===== config.mk =====
export PLATFORM = sky130hd
export DESIGN_NAME = tpwm_gate_ctrl
export DESIGN_NICKNAME = d
export VERILOG_FILES = /design/src/rtl/tpwm_pkg.sv /design/src/rtl/tpwm_lvl_dec.sv /design/src/rtl/tpwm_cycle_timer.sv /design/src/rtl/tpwm_phase_fsm.sv /design/src/rtl/tpwm_gate_map.sv /design/src/rtl/tpwm_gate_ctrl.sv
export SDC_FILE = /design/constraint.sdc
export NUM_CORES = 1
export LEC_CHECK = 0
export ABC_AREA = 1
export BUFFER_PORTS_ARGS = -buffer_cell sky130_fd_sc_hd__buf_2
export CORE_MARGIN = 2
export CORE_UTILIZATION = 50
export CTS_CLUSTER_SIZE = 30
export DETAILED_ROUTE_END_ITERATION = 16
export PLACE_DENSITY = 0.68
export SYNTH_ARGS = -nofsm -noshare
export SYNTH_HDL_FRONTEND = slang
export SYNTH_SLANG_ARGS = --single-unit

===== constraint.sdc =====
create_clock -name clk -period 4.8 [get_ports clk]
set_input_delay 0.48 -clock clk [delete_from_list [all_inputs] [get_ports clk]]
set_output_delay 0.48 -clock clk [all_outputs]
set_load 0.005 [all_outputs]

===== src/rtl/tpwm_pkg.sv =====
package tpwm_pkg;

    typedef enum logic [1:0] {
        LVL_LOW  = 2'b00,
        LVL_HIGH = 2'b01,
        LVL_MID  = 2'b10
    } lvl_e;

    typedef enum logic [2:0] {
        PH_IDLE,
        PH_DEAD,
        PH_HS,
        PH_LS,
        PH_HOLD_HS,
        PH_HOLD_LS,
        PH_DIODE
    } phase_e;

    typedef enum logic [1:0] {
        GOAL_HS,
        GOAL_LS,
        GOAL_DIODE
    } goal_e;

    typedef struct packed {
        phase_e phase;
        goal_e  goal;
    } seq_t;

    function automatic lvl_e decode_lvl(input logic [1:0] code);
        if (code[1])
            return LVL_MID;
        else if (code[0])
            return LVL_HIGH;
        else
            return LVL_LOW;
    endfunction

    function automatic logic phase_drives_hs(input phase_e p);
        return (p == PH_HS) || (p == PH_HOLD_HS);
    endfunction

    function automatic logic phase_drives_ls(input phase_e p);
        return (p == PH_LS) || (p == PH_HOLD_LS) || (p == PH_DIODE);
    endfunction

endpackage


===== src/rtl/tpwm_lvl_dec.sv =====
module tpwm_lvl_dec
    import tpwm_pkg::*;
(
    input  logic [1:0] code,
    output lvl_e       lvl
);
    assign lvl = decode_lvl(code);
endmodule


===== src/rtl/tpwm_cycle_timer.sv =====
module tpwm_cycle_timer #(
    parameter int CW = 4
) (
    input  logic          clk,
    input  logic          rst,
    input  logic          clr,
    input  logic          inc,
    output logic [CW-1:0] count
);
    always_ff @(posedge clk) begin
        if (rst || clr)
            count <= '0;
        else if (inc)
            count <= count + 1'b1;
    end
endmodule


===== src/rtl/tpwm_phase_fsm.sv =====
module tpwm_phase_fsm
    import tpwm_pkg::*;
#(
    parameter int DEAD_CYC  = 3,
    parameter int HOLD_CYC  = 8,
    parameter int BLANK_CYC = 4,
    parameter int CW        = 4
) (
    input  logic          clk,
    input  logic          rst,
    input  logic          dis_n,
    input  lvl_e          lvl,
    input  logic          de_en,
    input  logic          zcd,
    input  logic [CW-1:0] count,
    output logic          t_clr,
    output logic          t_inc,
    output phase_e        phase
);
    localparam logic [CW-1:0] DEAD_LAST = CW'(DEAD_CYC - 1);
    localparam logic [CW-1:0] HOLD_LAST = CW'(HOLD_CYC - 1);
    localparam logic [CW-1:0] BLANK_END = CW'(BLANK_CYC);

    seq_t cur, nxt;

    always_comb begin
        nxt   = cur;
        t_clr = 1'b0;
        t_inc = 1'b0;
        unique case (cur.phase)
            PH_IDLE: begin
                if (lvl == LVL_HIGH)     nxt.phase = PH_HS;
                else if (lvl == LVL_LOW) nxt.phase = PH_LS;
            end
            PH_HS: begin
                if (lvl == LVL_LOW) begin
                    nxt   = '{phase: PH_DEAD, goal: GOAL_LS};
                    t_clr = 1'b1;
                end else if (lvl == LVL_MID) begin
                    t_clr = 1'b1;
                    if (de_en) nxt = '{phase: PH_DEAD, goal: GOAL_DIODE};
                    else       nxt.phase = PH_HOLD_HS;
                end
            end
            PH_LS: begin
                if (lvl == LVL_HIGH) begin
                    nxt   = '{phase: PH_DEAD, goal: GOAL_HS};
                    t_clr = 1'b1;
                end else if (lvl == LVL_MID) begin
                    nxt.phase = PH_HOLD_LS;
                    t_clr     = 1'b1;
                end
            end
            PH_HOLD_HS, PH_HOLD_LS: begin
                if (lvl == LVL_HIGH) begin
                    if (cur.phase == PH_HOLD_HS) nxt.phase = PH_HS;
                    else begin
                        nxt   = '{phase: PH_DEAD, goal: GOAL_HS};
                        t_clr = 1'b1;
                    end
                end else if (lvl == LVL_LOW) begin
                    if (cur.phase == PH_HOLD_LS) nxt.phase = PH_LS;
                    else begin
                        nxt   = '{phase: PH_DEAD, goal: GOAL_LS};
                        t_clr = 1'b1;
                    end
                end else if (count == HOLD_LAST) begin
                    nxt.phase = PH_IDLE;
                end else begin
                    t_inc = 1'b1;
                end
            end
            PH_DEAD: begin
                if (count == DEAD_LAST) begin
                    t_clr = 1'b1;
                    if (lvl == LVL_HIGH)         nxt.phase = PH_HS;
                    else if (lvl == LVL_LOW)     nxt.phase = PH_LS;
                    else if (cur.goal == GOAL_DIODE) nxt.phase = PH_DIODE;
                    else                         nxt.phase = PH_IDLE;
                end else begin
                    t_inc = 1'b1;
                end
            end
            PH_DIODE: begin
                if (lvl == LVL_HIGH) begin
                    nxt   = '{phase: PH_DEAD, goal: GOAL_HS};
                    t_clr = 1'b1;
                end else if (lvl == LVL_LOW) begin
                    nxt.phase = PH_LS;
                end else if (count != BLANK_END) begin
                    t_inc = 1'b1;
                end else if (zcd) begin
                    nxt.phase = PH_IDLE;
                end
            end
            default: nxt = '{phase: PH_IDLE, goal: GOAL_HS};
        endcase
    end

    always_ff @(posedge clk) begin
        if (rst || !dis_n)
            cur <= '{phase: PH_IDLE, goal: GOAL_HS};
        else
            cur <= nxt;
    end

    assign phase = cur.phase;
endmodule


===== src/rtl/tpwm_gate_map.sv =====
module tpwm_gate_map
    import tpwm_pkg::*;
(
    input  phase_e phase,
    output logic   hs_gate,
    output logic   ls_gate
);
    assign hs_gate = phase_drives_hs(phase);
    assign ls_gate = phase_drives_ls(phase);
endmodule


===== src/rtl/tpwm_gate_ctrl.sv =====
module tpwm_gate_ctrl
    import tpwm_pkg::*;
#(
    parameter int DEAD_CYC  = 3,
    parameter int HOLD_CYC  = 8,
    parameter int BLANK_CYC = 4
) (
    input  logic       clk,
    input  logic       rst,
    input  logic       dis_n,
    input  logic [1:0] pwm_lvl,
    input  logic       de_en,
    input  logic       zcd,
    output logic       hs_gate,
    output logic       ls_gate
);
    localparam int MAXA = (DEAD_CYC > HOLD_CYC) ? DEAD_CYC : HOLD_CYC;
    localparam int MAXV = (MAXA > BLANK_CYC + 1) ? MAXA : BLANK_CYC + 1;
    localparam int CW   = $clog2(MAXV + 1);

    lvl_e          lvl;
    phase_e        phase;
    logic          t_clr, t_inc;
    logic [CW-1:0] count;

    tpwm_lvl_dec u_dec (
        .code (pwm_lvl),
        .lvl  (lvl)
    );

    tpwm_cycle_timer #(.CW(CW)) u_timer (
        .clk   (clk),
        .rst   (rst),
        .clr   (t_clr),
        .inc   (t_inc),
        .count (count)
    );

    tpwm_phase_fsm #(
        .DEAD_CYC  (DEAD_CYC),
        .HOLD_CYC  (HOLD_CYC),
        .BLANK_CYC (BLANK_CYC),
        .CW        (CW)
    ) u_fsm (
        .clk   (clk),
        .rst   (rst),
        .dis_n (dis_n),
        .lvl   (lvl),
        .de_en (de_en),
        .zcd   (zcd),
        .count (count),
        .t_clr (t_clr),
        .t_inc (t_inc),
        .phase (phase)
    );

    tpwm_gate_map u_map (
        .phase   (phase),
        .hs_gate (hs_gate),
        .ls_gate (ls_gate)
    );
endmodule


==> results.md, run 1 <==
- Initial antenna violation count: 0
- Outcome: finished, final reports clean
- Metal2 WL: 1.111 mm
- Peak supply drop: 0.1547 mV
- Sequential area share after synthesis: 18.16%
- Register Area: 180.2 sq um
- Area of the multi-input gates: 703.2 sq um
- Die area: 0.002357 sq mm
- Post-DP HPWL: 1.919 mm
- Register bit count reported by yosys: 9
- Post-synth top cells: 43 x nand2_1, 33 x nor2_1, 26 x nand3_1, 19 x inv_1, 9 x dfxtp_1
- Clk_lat worst skew: 0.26 ns
- Share of layout cells above drive strength 1: 16.29%
- Gpl congestion: 0.9378
- Initial Util: 51.63%
- Startpoint Class: register
- Largest cells by area after synthesis: dfxtp_1 18%, nand2_1 16%, nand3_1 13%
- Worst-path clk slew: 0.06 ns
- # IOs: 9
- Synth Flop Type: dfxtp_1
- Post-layout minimum cycle time: 2.009 ns
- Largest net degree at the start of global routing: 13
- Top cell type's share of synthesized area: 18.16%
- RSZ-0062 raised after global routing: no
- Vias: 1042
- Number of enable flip-flop cells after synthesis: 0
- CTS sink cnt: 9
- Period utilization: 41.86%
- Pleak: 0.0005339 uW
- Die width: 48.55 um
- Core area: 0.001922 sq mm
- Clock Tree Root: clkbuf_4
- CTS tree: done
- # DRC: 0
- Number of diodes: 0
- Worst-path maximum fanout: 11
- WL met3: 74 um
- CP Capture Type: output pin
- Post-CTS Setup Repair Bufs: 0
- Final hold viol count: 0
- Cell with the most instances after synthesis: nand2_1
- Cells resized by post-CTS repair: 0
- Detailed Route WL: 2.342 mm
- Netlist cell types: 21
- Final setup skew: 0.002944 ns
- Cts bufs inserted: 3
- Worst Path Arrival: 1.53 ns
- Synth warn: 0
- Post-cts hold buffer count: 0
- Final Setup Violations: 0
- HP Class: reg -> reg
- Grt ovf: 0
- Slew @ Worst Pin: 0.5773 ns
- Max-cap viol count: 0
- Avg Synthesized Cell Area: 5.871 sq um
- Synth-to-layout area growth: 7.314%
- Placed cells: 201
- H-tree levels: 1
- Fin util: 55.40%
- Vias/cell: 5.083
- Fin cells: 205
- Vias in the first global route: 1009
- DR pass1 iterations: 4
- Yosys top cell by area: dfxtp_1
- Data required, critical path: 4.32 ns
- Netlist Area Pre-Place: 992.2 sq um
- Final Total Pwr: 196.3 uW
- First-pass GRT wire length: 4.291 mm
- Metal-1 WL: 1.113 mm
- Avg WL per Cell: 11.42 um
- Syn_nets: 182
- FMAX: 497.7 MHz
- Crit Path Category: reg -> out
- Filler cells: 208
- IO Port Bufs: 8
- Clock Path Buffers: 2
- Initial DRC count: 34
- PD cells: 184.4 mW/mm^2
- Row cnt: 16
- Mapped Cells: 169
- Highest routed layer: met4
- Routed Antenna Nets: 0
- Slew HR: 61.46%
- Nets: 192
- Asr flop ratio synth: 0%
- Setup TNS: 0 ns
- Die Ht: 48.55 um
- GR Util All Layers: 22.75%
- Fin. max-slew vios: 0
-- registers in the layout, indices dropped and copies added, names as in the netlist --
name / count
u_fsm.cur: 2
u_fsm.phase: 3
u_timer.count: 4
-- final timing paths --
| path | startpoint | endpoint | slack (ns) | depth (start not counted) |
|---|---|---|---|---|
| setup / recovery | u_fsm.phase[2] | ls_gate | 2.79 | 4 |
| hold / removal | u_fsm.cur[0] | u_fsm.cur[0] | 0.49 | 2 |
| setup reg to reg | u_fsm.phase[1] | u_fsm.phase[1] | 2.97 | 9 |
| hold reg to reg | u_fsm.cur[0] | u_fsm.cur[0] | 0.49 | 2 |
-- metrics by stage --
step	setup slack [ns]	area [sq um]	hold WS, ns
after floorplan	3.282	992.2	0.4550
after global placement	3.039	1039	0.4685
after detailed placement	3.004	1039	0.4761
after CTS	2.795	1065	0.4863
after global routing	2.684	1065	0.5137
final	2.791	1065	0.4856
-- layout by cell type (no fill, tap or decap) --
cell type / netlist / routed
a21oi_1: 3 / 3
a21oi_2: 1 / 1
buf_2: 1 / 8
clkbuf_1: 0 / 1
clkbuf_4: 0 / 3
dfxtp_1: 9 / 9
ha_1: 6 / 6
inv_1: 19 / 19
inv_2: 1 / 1
inv_4: 1 / 1
nand2_1: 43 / 43
nand2_2: 7 / 7
nand3_1: 26 / 26
nand3_2: 1 / 1
nand3_4: 2 / 2
nand3b_1: 1 / 1
nand4_1: 3 / 3
nor2_1: 33 / 33
nor2_2: 4 / 4
nor3_4: 1 / 1
o21ai_0: 3 / 3
xor2_1: 2 / 2
-- report_power, final --
| part | internal [uW] | switching, uW |
|---|---|---|
| Combinational | 20.0 | 37.2 |
| Clock | 31.9 | 24.1 |
| Sequential | 77.1 | 5.96 |
| Total | 129 | 67.2 |
-- critical path, stage by stage, from the launching register on --
cell and delay [ns]:
dfxtp_1 0.67, inv_1 0.21, nand2_1 0.18, nand3_1 0.08, buf_2 0.13
-- cell type report --
class | count | area share (%)
clock buffer | 4 | 2.468
inverter | 21 | 7.638
multi-input combinational | 136 | 66.04
sequential | 9 | 16.92
tap | 27 | 3.173
timing repair buffer | 8 | 3.760
-- per-layer routing --
| layer | global-route usage, % | vias up |
|---|---|---|
| met5 | 0 | - |
| met4 | 10.48 | 0 |
| met3 | 3.086 | 4 |
| met2 | 39.58 | 27 |
| met1 | 27.78 | 457 |
| li1 | - | 554 |
-- cells by family (layout without fill, tap and decap cells) --
family | after synthesis | count (layout) | synth area share [%]
xor gates and xnor gates | 2 | 2 | 1.766
DFF | 9 | 9 | 18.16
and+or+nand+nor | 121 | 121 | 57.63
buffers and inverters | 24 | 33 | 10.97
AOI/OAI and AO/OA | 7 | 7 | 3.908
adders and majority gates | 6 | 6 | 7.566
Note: power is estimated with default switching activity, not from simulation.
==> inputs of run 2 (changes only) <==
--- a/config.mk
+++ b/config.mk
@@ -5,13 +5,13 @@
 export SDC_FILE = /design/constraint.sdc
 export NUM_CORES = 1
 export LEC_CHECK = 0
-export ABC_AREA = 1
+export ABC_AREA = 0
 export BUFFER_PORTS_ARGS = -buffer_cell sky130_fd_sc_hd__buf_2
 export CORE_MARGIN = 2
 export CORE_UTILIZATION = 50
 export CTS_CLUSTER_SIZE = 30
 export DETAILED_ROUTE_END_ITERATION = 16
-export PLACE_DENSITY = 0.68
+export PLACE_DENSITY = 0.71
 export SYNTH_ARGS = -nofsm -noshare
 export SYNTH_HDL_FRONTEND = slang
 export SYNTH_SLANG_ARGS = --single-unit
==> constraint.sdc (replaced) <==
create_clock -name clk -period 1.8 [get_ports clk]
set_input_delay 0.18 -clock clk [delete_from_list [all_inputs] [get_ports clk]]
set_output_delay 0.18 -clock clk [all_outputs]
set_load 0.005 [all_outputs]
==> run 2 against run 1 <==
Synthesized cell count shrank 29%. Final area grew 26%. Clock power increased to 2.9 times the previous value. Largest power group unchanged. Global-route usage rose by 3.1 points. Register-to-register slack worse by 3.0 ns. Routed wire length is 15% higher. Hold slack worse by 0.25 ns. Critical path depth is 4 higher. Core utilization up 21 points. Clock skew down 0.0012 ns. The run now ends with negative setup slack left. Flip-flop and latch count unchanged.
==> results.md, run 2 <==
- Failing checks: negative setup slack
- Slack of the critical path: -0.05083 ns (-2.841 ns)
- CP Capture Type: register
- Final setup skew: 0.001763 ns (-0.001181 ns)
- Gpl congestion: 0.8994 (-4.1%)
- Outcome: complete, but fails checks
- R2R depth: 8 (-1)
- CP cell instances: inv_2 -> ha_1 -> or3b_4 -> a22o_4 -> a211oi_4 -> buf_6 -> a21oi_2 -> o21ba_1
- Top cell type's share of synthesized area: 19.00% (+0.84 points)
- Post-synth top cells: 9 x a21oi_1, 9 x dfxtp_1, 9 x o21ai_0
- Post-layout minimum cycle time: 1.851 ns
- Worst-path maximum fanout: 4 (-7)
- Post-DP HPWL: 2.020 mm (+5.3%)
- Filler cells: 149 (-28%)
- Routed Antenna Nets: 0 (unchanged)
- Netlist Area Pre-Place: 948.4 sq um (-4.4%)
- Startpoint Class: register
- Clock Path Buffers: 2 (unchanged)
- Post-cts hold buffer count: 0 (unchanged)
- H-tree levels: 1 (unchanged)
- Worst-path clk slew: 0.06 ns (about the same)
- Number of enable flip-flop cells after synthesis: 0 (unchanged)
- Reg2reg setup slack: -0.05 ns (-3.02 ns)
- Die area: 0.002261 sq mm (-4.1%)
- Worst Path Buf+Inv: 2 (unchanged)
- Nets: 170 (-11%)
- Asr flop ratio synth: 0% (unchanged)
- Hold path cells: 3 (+1)
- FF-to-FF Start: u_timer.count[0]
- CP max-delay cell: or3b_4
- # DRC: 0 (unchanged)
- Slew HR: 72.35% (+11 points)
- Pre-CTS setup slack: -0.1384 ns (-3.142 ns)
- Vias/cell: 5.983 (+18%)
- Initial Util: 53.76% (+2.1 points)
- Initial DRC count: 26 (-24%)
- Synth Flop Type: dfxtp_1
- Max-cap viol count: 0 (unchanged)
- First-pass GRT wire length: 4.105 mm (-4.3%)
- Netlist cell types: 51 (+140%)
- Commonest non-fill, non-tap cells in the layout: 28 x buf_4, 8 x o21ai_0, 8 x a21oi_1, 8 x buf_2, 6 x nor2b_1
- Core area: 0.001764 sq mm (-8.2%)
- Delay-heaviest family, CP: compound AO/OA/AOI/OAI gates
- Avg WL per Cell: 14.85 um (+30%)
- DR pass1 iterations: 4 (unchanged)
- Cts bufs inserted: 3 (unchanged)
- Peak supply drop: 0.4177 mV (+170%)
- Max reg flops: 4 (unchanged)
- Clock Tree Root: clkbuf_4
- Worst min-delay path startpoint: rst
- CTS tree: done
- Final Total Pwr: 592.4 uW (+200%)
- Fin cells: 181 (-12%)
- Pleak: 0.0005482 uW (+2.7%)
- Setup TNS: -0.1206 ns (-0.1206 ns)
- Critical path's largest stage delay: 0.38 ns (-0.29 ns)
- Grt ovf: 0 (unchanged)
- Largest cells by area after synthesis: dfxtp_1 19%, ha_1 7.9%, a21oi_1 4.7%
- Share of layout cells above drive strength 1: 41.03% (+25 points)
- Register bit count reported by yosys: 9 (unchanged)
- Period utilization: 102.8%
- Slew @ Worst Pin: 0.4139 ns (-0.1634 ns)
- Data required, critical path: 1.96 ns (-2.36 ns)
- Worst Path Arrival: 2.01 ns (+0.48 ns)
- Avg Synthesized Cell Area: 7.903 sq um (+35%)
- Fin. max-slew vios: 0 (unchanged)
- Syn_nets: 133 (-27%)
- # IOs: 9 (unchanged)
- FF-to-FF End: u_fsm.phase[2]
- Row cnt: 15 (-1)
- Commonest non-fill, non-tap cell in the layout: buf_4
- Fin util: 76.10% (+21 points)
- Synth warn: 0 (unchanged)
- GR Util All Layers: 25.88% (+3.1 points)
- Final Setup Violations: 3 (+3)
- Initial antenna violation count: 0 (unchanged)
- Die width: 47.55 um (-2.0%)
- HP Class: in -> reg
- Detailed Route WL: 2.687 mm (+15%)
- Placed cells: 174 (-13%)
- IO Port Bufs: 8 (unchanged)
- Crit Path Category: reg -> reg
- RSZ-0062 raised after global routing: yes
- Number of diodes: 0 (unchanged)
- Largest reg by FF count: u_timer.count
- CTS sink cnt: 9 (unchanged)
- PD cells: 441.2 mW/mm^2 (+140%)
- FMAX: 540.3 MHz
- Mapped Cells: 120 (-29%)
- Vias in the first global route: 973 (-3.6%)
- Sequential area share after synthesis: 19.00% (+0.84 points)
- Yosys top cell by area: dfxtp_1
- Largest net degree at the start of global routing: 15 (+2)
- Final hold viol count: 0 (unchanged)
- Vias: 1083 (+3.9%)
- Die Ht: 47.55 um (-2.0%)
- Clk_lat worst skew: 0.27 ns (about the same)
- End of the worst hold path: u_timer.count[0]
- Synth-to-layout area growth: 41.56%
[run 2: cell types whose count changed in the layout (fill, tap and decap cells not counted), moves of 6 or more]
cell and delta:
nand2_1 -40, buf_4 +28, nor2_1 -28, nand3_1 -23, inv_1 -15, nand2_2 -7, nor2b_1 +6
[run 2: worst max-delay path by stage]
stage,start,to,slack [ns],cells past startpoint
2_1_floorplan,u_timer.count[0],u_fsm.phase[0],-0.005,7
3_3_place_gp,u_fsm.phase[0],u_timer.count[3],-0.03,6
3_5_place_dp,u_timer.count[0],u_fsm.phase[0],-0.14,7
4_1_cts,u_timer.count[0],u_fsm.phase[2],-0.10,8
5_1_grt,u_timer.count[0],u_fsm.phase[2],-0.12,8
6_report,u_timer.count[0],u_fsm.phase[2],-0.05,8
[run 2: area by class of cell]
cell class | instances | area (sq um) | share of cell area, %
Sequential cell | 9 | 185.2 | 13.79
Clock buffer | 4 | 26.28 | 1.957
Timing Repair Buffer | 39 | 292.8 | 21.81
Multi-Input combinational cell | 96 | 774.5 | 57.69
Tap cell | 25 | 31.28 | 2.330
Inverter | 8 | 32.53 | 2.423
[run 2: cell families (layout without fill, tap and decap cells)]
logic type                 after synthesis  after routing  synth area share, %
xor gates and xnor gates                 4              4                3.695
buffers and inverters                   15             51                7.124
DFF                                      9              9                19.00
AOI/OAI and AO/OA                       42             42                31.53
and+or+nand+nor                         41             41                27.57
adders and majority gates                6              6                7.915
muxes                                    3              3                3.166
[run 2: metrics by stage]
stage	instance area, sq um	hold slack, ns
final	1343	0.2396
after global routing	1343	0.2622
after CTS	1296	0.2456
after detailed placement	1235	0.4713
after global placement	1235	0.4636
after floorplan	978.4	0.3885
[run 2: repair_timing]
action | in CTS | in global routing
setup endpoints to repair | 8 | 9
setup buffers | 2 | 1
pin swaps | 5 | 2
gates resized for setup | 6 | 11
cloned | 0 | 0
[run 2: where the power goes]
group / total (uW) / internal, uW / switching [uW]
logic: 215 / 107 / 108
registers: 217 / 205 / 12.2
clock network: 160 / 85.7 / 74.6
[run 2: metal layers]
| metal | track usage, % | share of wire, % |
|---|---|---|
| met1 | 30.72 | 39 |
| met4 | 6.486 | 1.2 |
| met5 | 0 | 0 |
| met3 | 5.660 | 6.7 |
| met2 | 47.03 | 53 |
[run 2: worst register-to-register path: cells and delay by family (launching register included)]
kind	cells	cell delay, ns
and+or+nand+nor	1	0.38
adders and majority gates	1	0.12
AOI/OAI and AO/OA	4	0.73
DFF	1	0.32
buffers and inverters	2	0.20
==> inputs of run 3 (changes only) <==
--- a/config.mk
+++ b/config.mk
@@ -8,10 +8,11 @@
 export ABC_AREA = 0
 export BUFFER_PORTS_ARGS = -buffer_cell sky130_fd_sc_hd__buf_2
 export CORE_MARGIN = 2
-export CORE_UTILIZATION = 50
+export CORE_UTILIZATION = 52
 export CTS_CLUSTER_SIZE = 30
 export DETAILED_ROUTE_END_ITERATION = 16
-export PLACE_DENSITY = 0.71
+export GPL_TIMING_DRIVEN = 0
+export PLACE_DENSITY = 0.74
 export SYNTH_ARGS = -nofsm -noshare
 export SYNTH_HDL_FRONTEND = slang
 export SYNTH_SLANG_ARGS = --single-unit
==> run 3 against run 2 <==
The flow still finishes with violations (negative setup slack). Clock power is 4% higher. First-iteration DRC count fell by 19%. Sequential power decreased by 4%. Flip-flop and latch count unchanged. Critical path type unchanged. Largest cell class unchanged.
==> results.md, run 3 (synthesized netlist as in run 2, its figures left out) <==
- Outcome: complete, but fails checks
- Failing checks: negative setup slack
- Fin. max-slew vios: 0 (unchanged)
- Share of layout cells above drive strength 1: 33.80% (-7.2 points)
- Pleak: 0.0004706 uW (-14%)
- Fin cells: 167 (-7.7%)
- Grt ovf: 0 (unchanged)
- DR pass1 iterations: 5 (+1)
- Die width: 46.71 um (-1.8%)
- Slew HR: 72.35% (about the same)
- Slew @ Worst Pin: 0.4147 ns (+0.0008243 ns)
- Worst Path Buf+Inv: 2 (unchanged)
- Worst Path Arrival: 2.10 ns (+0.09 ns)
- Period utilization: 106.0% (+3.2 points)
- CP cell instances: inv_2 -> ha_1 -> or3b_4 -> a22o_4 -> a211oi_4 -> buf_4 -> o211ai_1 -> a21oi_1
- Peak supply drop: 0.2856 mV (-32%)
- Initial antenna violation count: 0 (unchanged)
- IO Port Bufs: 8 (unchanged)
- H-tree levels: 1 (unchanged)
- Final Total Pwr: 561.1 uW (-5.3%)
- First-pass GRT wire length: 4.160 mm (+1.3%)
- Worst setup path startpoint: u_timer.count[0]
- Placed cells: 153 (-12%)
- Row cnt: 15 (unchanged)
- FF-to-FF Start: u_timer.count[0]
- Max-cap viol count: 0 (unchanged)
- CTS tree: done
- GR Util All Layers: 27.33% (+1.4 points)
- Max reg flops: 4 (unchanged)
- Design Area, Final: 0.001216 sq mm (-9.4%)
- Vias/cell: 5.982 (about the same)
- Cts bufs inserted: 3 (unchanged)
- FMAX: 524.1 MHz (-3.0%)
- Routed Antenna Nets: 0 (unchanged)
- CTS sink cnt: 9 (unchanged)
- Slack of the critical path: -0.1080 ns (-0.05719 ns)
- Core area: 0.001727 sq mm (-2.1%)
- Clock Tree Root: clkbuf_4
- Synth-to-layout area growth: 28.23%
- CP max-delay cell: or3b_4
- Vias: 999 (-7.8%)
- Largest reg by FF count: u_timer.count
- Initial DRC count: 21 (-19%)
- Startpoint Class: register
- PD cells: 461.3 mW/mm^2 (+4.6%)
- Commonest non-fill, non-tap cell in the layout: buf_4
- Vias in the first global route: 894 (-8.1%)
- HP Class: in -> reg
- Detailed Route WL: 2.672 mm (-0.56%)
- Worst-path clk slew: 0.07 ns (about the same)
- Delay-heaviest family, CP: compound AO/OA/AOI/OAI gates
- Number of diodes: 0 (unchanged)
- Post-DP HPWL: 1.747 mm (-14%)
- Filler cells: 136 (-8.7%)
- R2R depth: 8 (unchanged)
- Reg2reg setup slack: -0.11 ns (-0.06 ns)
- Die area: 0.002181 sq mm (-3.5%)
- Critical path's largest stage delay: 0.39 ns (about the same)
- Largest net degree at the start of global routing: 11 (-4)
- Nets: 156 (-8.2%)
- # DRC: 0 (unchanged)
- Crit Path Category: reg -> reg
- Worst-path maximum fanout: 5 (+1)
- # IOs: 9 (unchanged)
- Post-cts hold buffer count: 0 (unchanged)
- Clk_lat worst skew: 0.27 ns (about the same)
- Avg WL per Cell: 16.00 um (+7.8%)
- CP Capture Type: register
- Final Setup Violations: 4 (+1)
- Post-layout minimum cycle time: 1.908 ns (+0.05719 ns)
- RSZ-0062 raised after global routing: yes
- Clock Path Buffers: 2 (unchanged)
- Gpl congestion: 0.8957 (-0.41%)
- Final setup skew: 0.001452 ns (-0.0003108 ns)
- Die Ht: 46.71 um (-1.8%)
- Data required, critical path: 1.99 ns (+0.03 ns)
- Cell depth of the worst setup path: 8 (unchanged)
- Fin util: 70.43% (-5.7 points)
- Final hold viol count: 0 (unchanged)
- Initial Util: 54.93% (+1.2 points)
- FF-to-FF End: u_fsm.phase[1]
- Commonest non-fill, non-tap cells in the layout: 13 x buf_4, 9 x o21ai_0, 9 x a21oi_1, 8 x buf_2, 6 x nor2b_1
- Area after DPL: 0.001050 sq mm (-15%)
- Worst setup endpoint: u_fsm.phase[1]
==> run 3: timing repair <==
action / 4_1_cts / 5_1_grt
endpoints found under the setup margin: 10 / 9
buffers inserted: 9 / 1
pin swaps: 8 / 3
gates resized for setup: 13 / 9
==> run 3: area by class of cell <==
cell class                      count  area, sq um  share of cell area [%]
Timing Repair Buffer               18        115.1                   9.465
Sequential cell                     9        190.2                   15.64
Tap cell                           25        31.28                   2.572
Multi-Input combinational cell     96        760.7                   62.55
Buffer                              7        53.80                   4.424
Inverter                            8        38.79                   3.189
Clock buffer                        4        26.28                   2.160
==> run 3: metal layers <==
metal / global-route usage, % / wire length (um) / up-vias / part of all wire (%)
met1: 36.19 / 1219 / 453 / 46
met2: 43.61 / 1266 / 41 / 47
met5: 0 / 0 / - / 0
li1: - / - / 493 / -
met4: 10.00 / 66 / 0 / 2.5
met3: 5.882 / 119 / 12 / 4.5
==> run 3: through the flow <==
| step | setup WS (ns) | hold slack [ns] | TNS, ns |
|---|---|---|---|
| 5_1_grt | -0.1667 | 0.2921 | -0.6359 |
| 6_report | -0.1080 | 0.2900 | -0.2639 |
| 2_1_floorplan | -0.005155 | 0.3885 | -0.005155 |
| 3_3_place_gp | -0.1714 | 0.4569 | -1.023 |
| 3_5_place_dp | -0.2255 | 0.4661 | -1.265 |
| 4_1_cts | -0.09340 | 0.2954 | -0.2022 |
==> run 3: power breakdown <==
group          switching (uW)  internal, uW  leakage (uW)
logic                     104          83.2      0.000380
clock network            79.9          85.8     0.0000150
registers                6.18           201     0.0000753
total                     191           371      0.000471
==> run 3: how the worst min path moves through the flow <==
stage	startpoint	to	slack (ns)	depth (start not counted)
after floorplan	dis_n	u_fsm.phase[1]	0.39	2
after global placement	u_fsm.cur[1]	u_fsm.cur[1]	0.46	2
after detailed placement	u_fsm.cur[1]	u_fsm.cur[1]	0.47	2
after CTS	dis_n	u_fsm.phase[1]	0.30	3
after global routing	rst	u_timer.count[0]	0.29	4
final	dis_n	u_fsm.cur[0]	0.29	3
==> run 3: worst register-to-register path, delay by kind of cell, from the launching register on <==
kind                       cells  cell delay, ns
DFF                            1            0.33
adders and majority gates      1            0.13
buffers and inverters          2            0.22
and+or+nand+nor                1            0.39
AOI/OAI and AO/OA              4            0.76
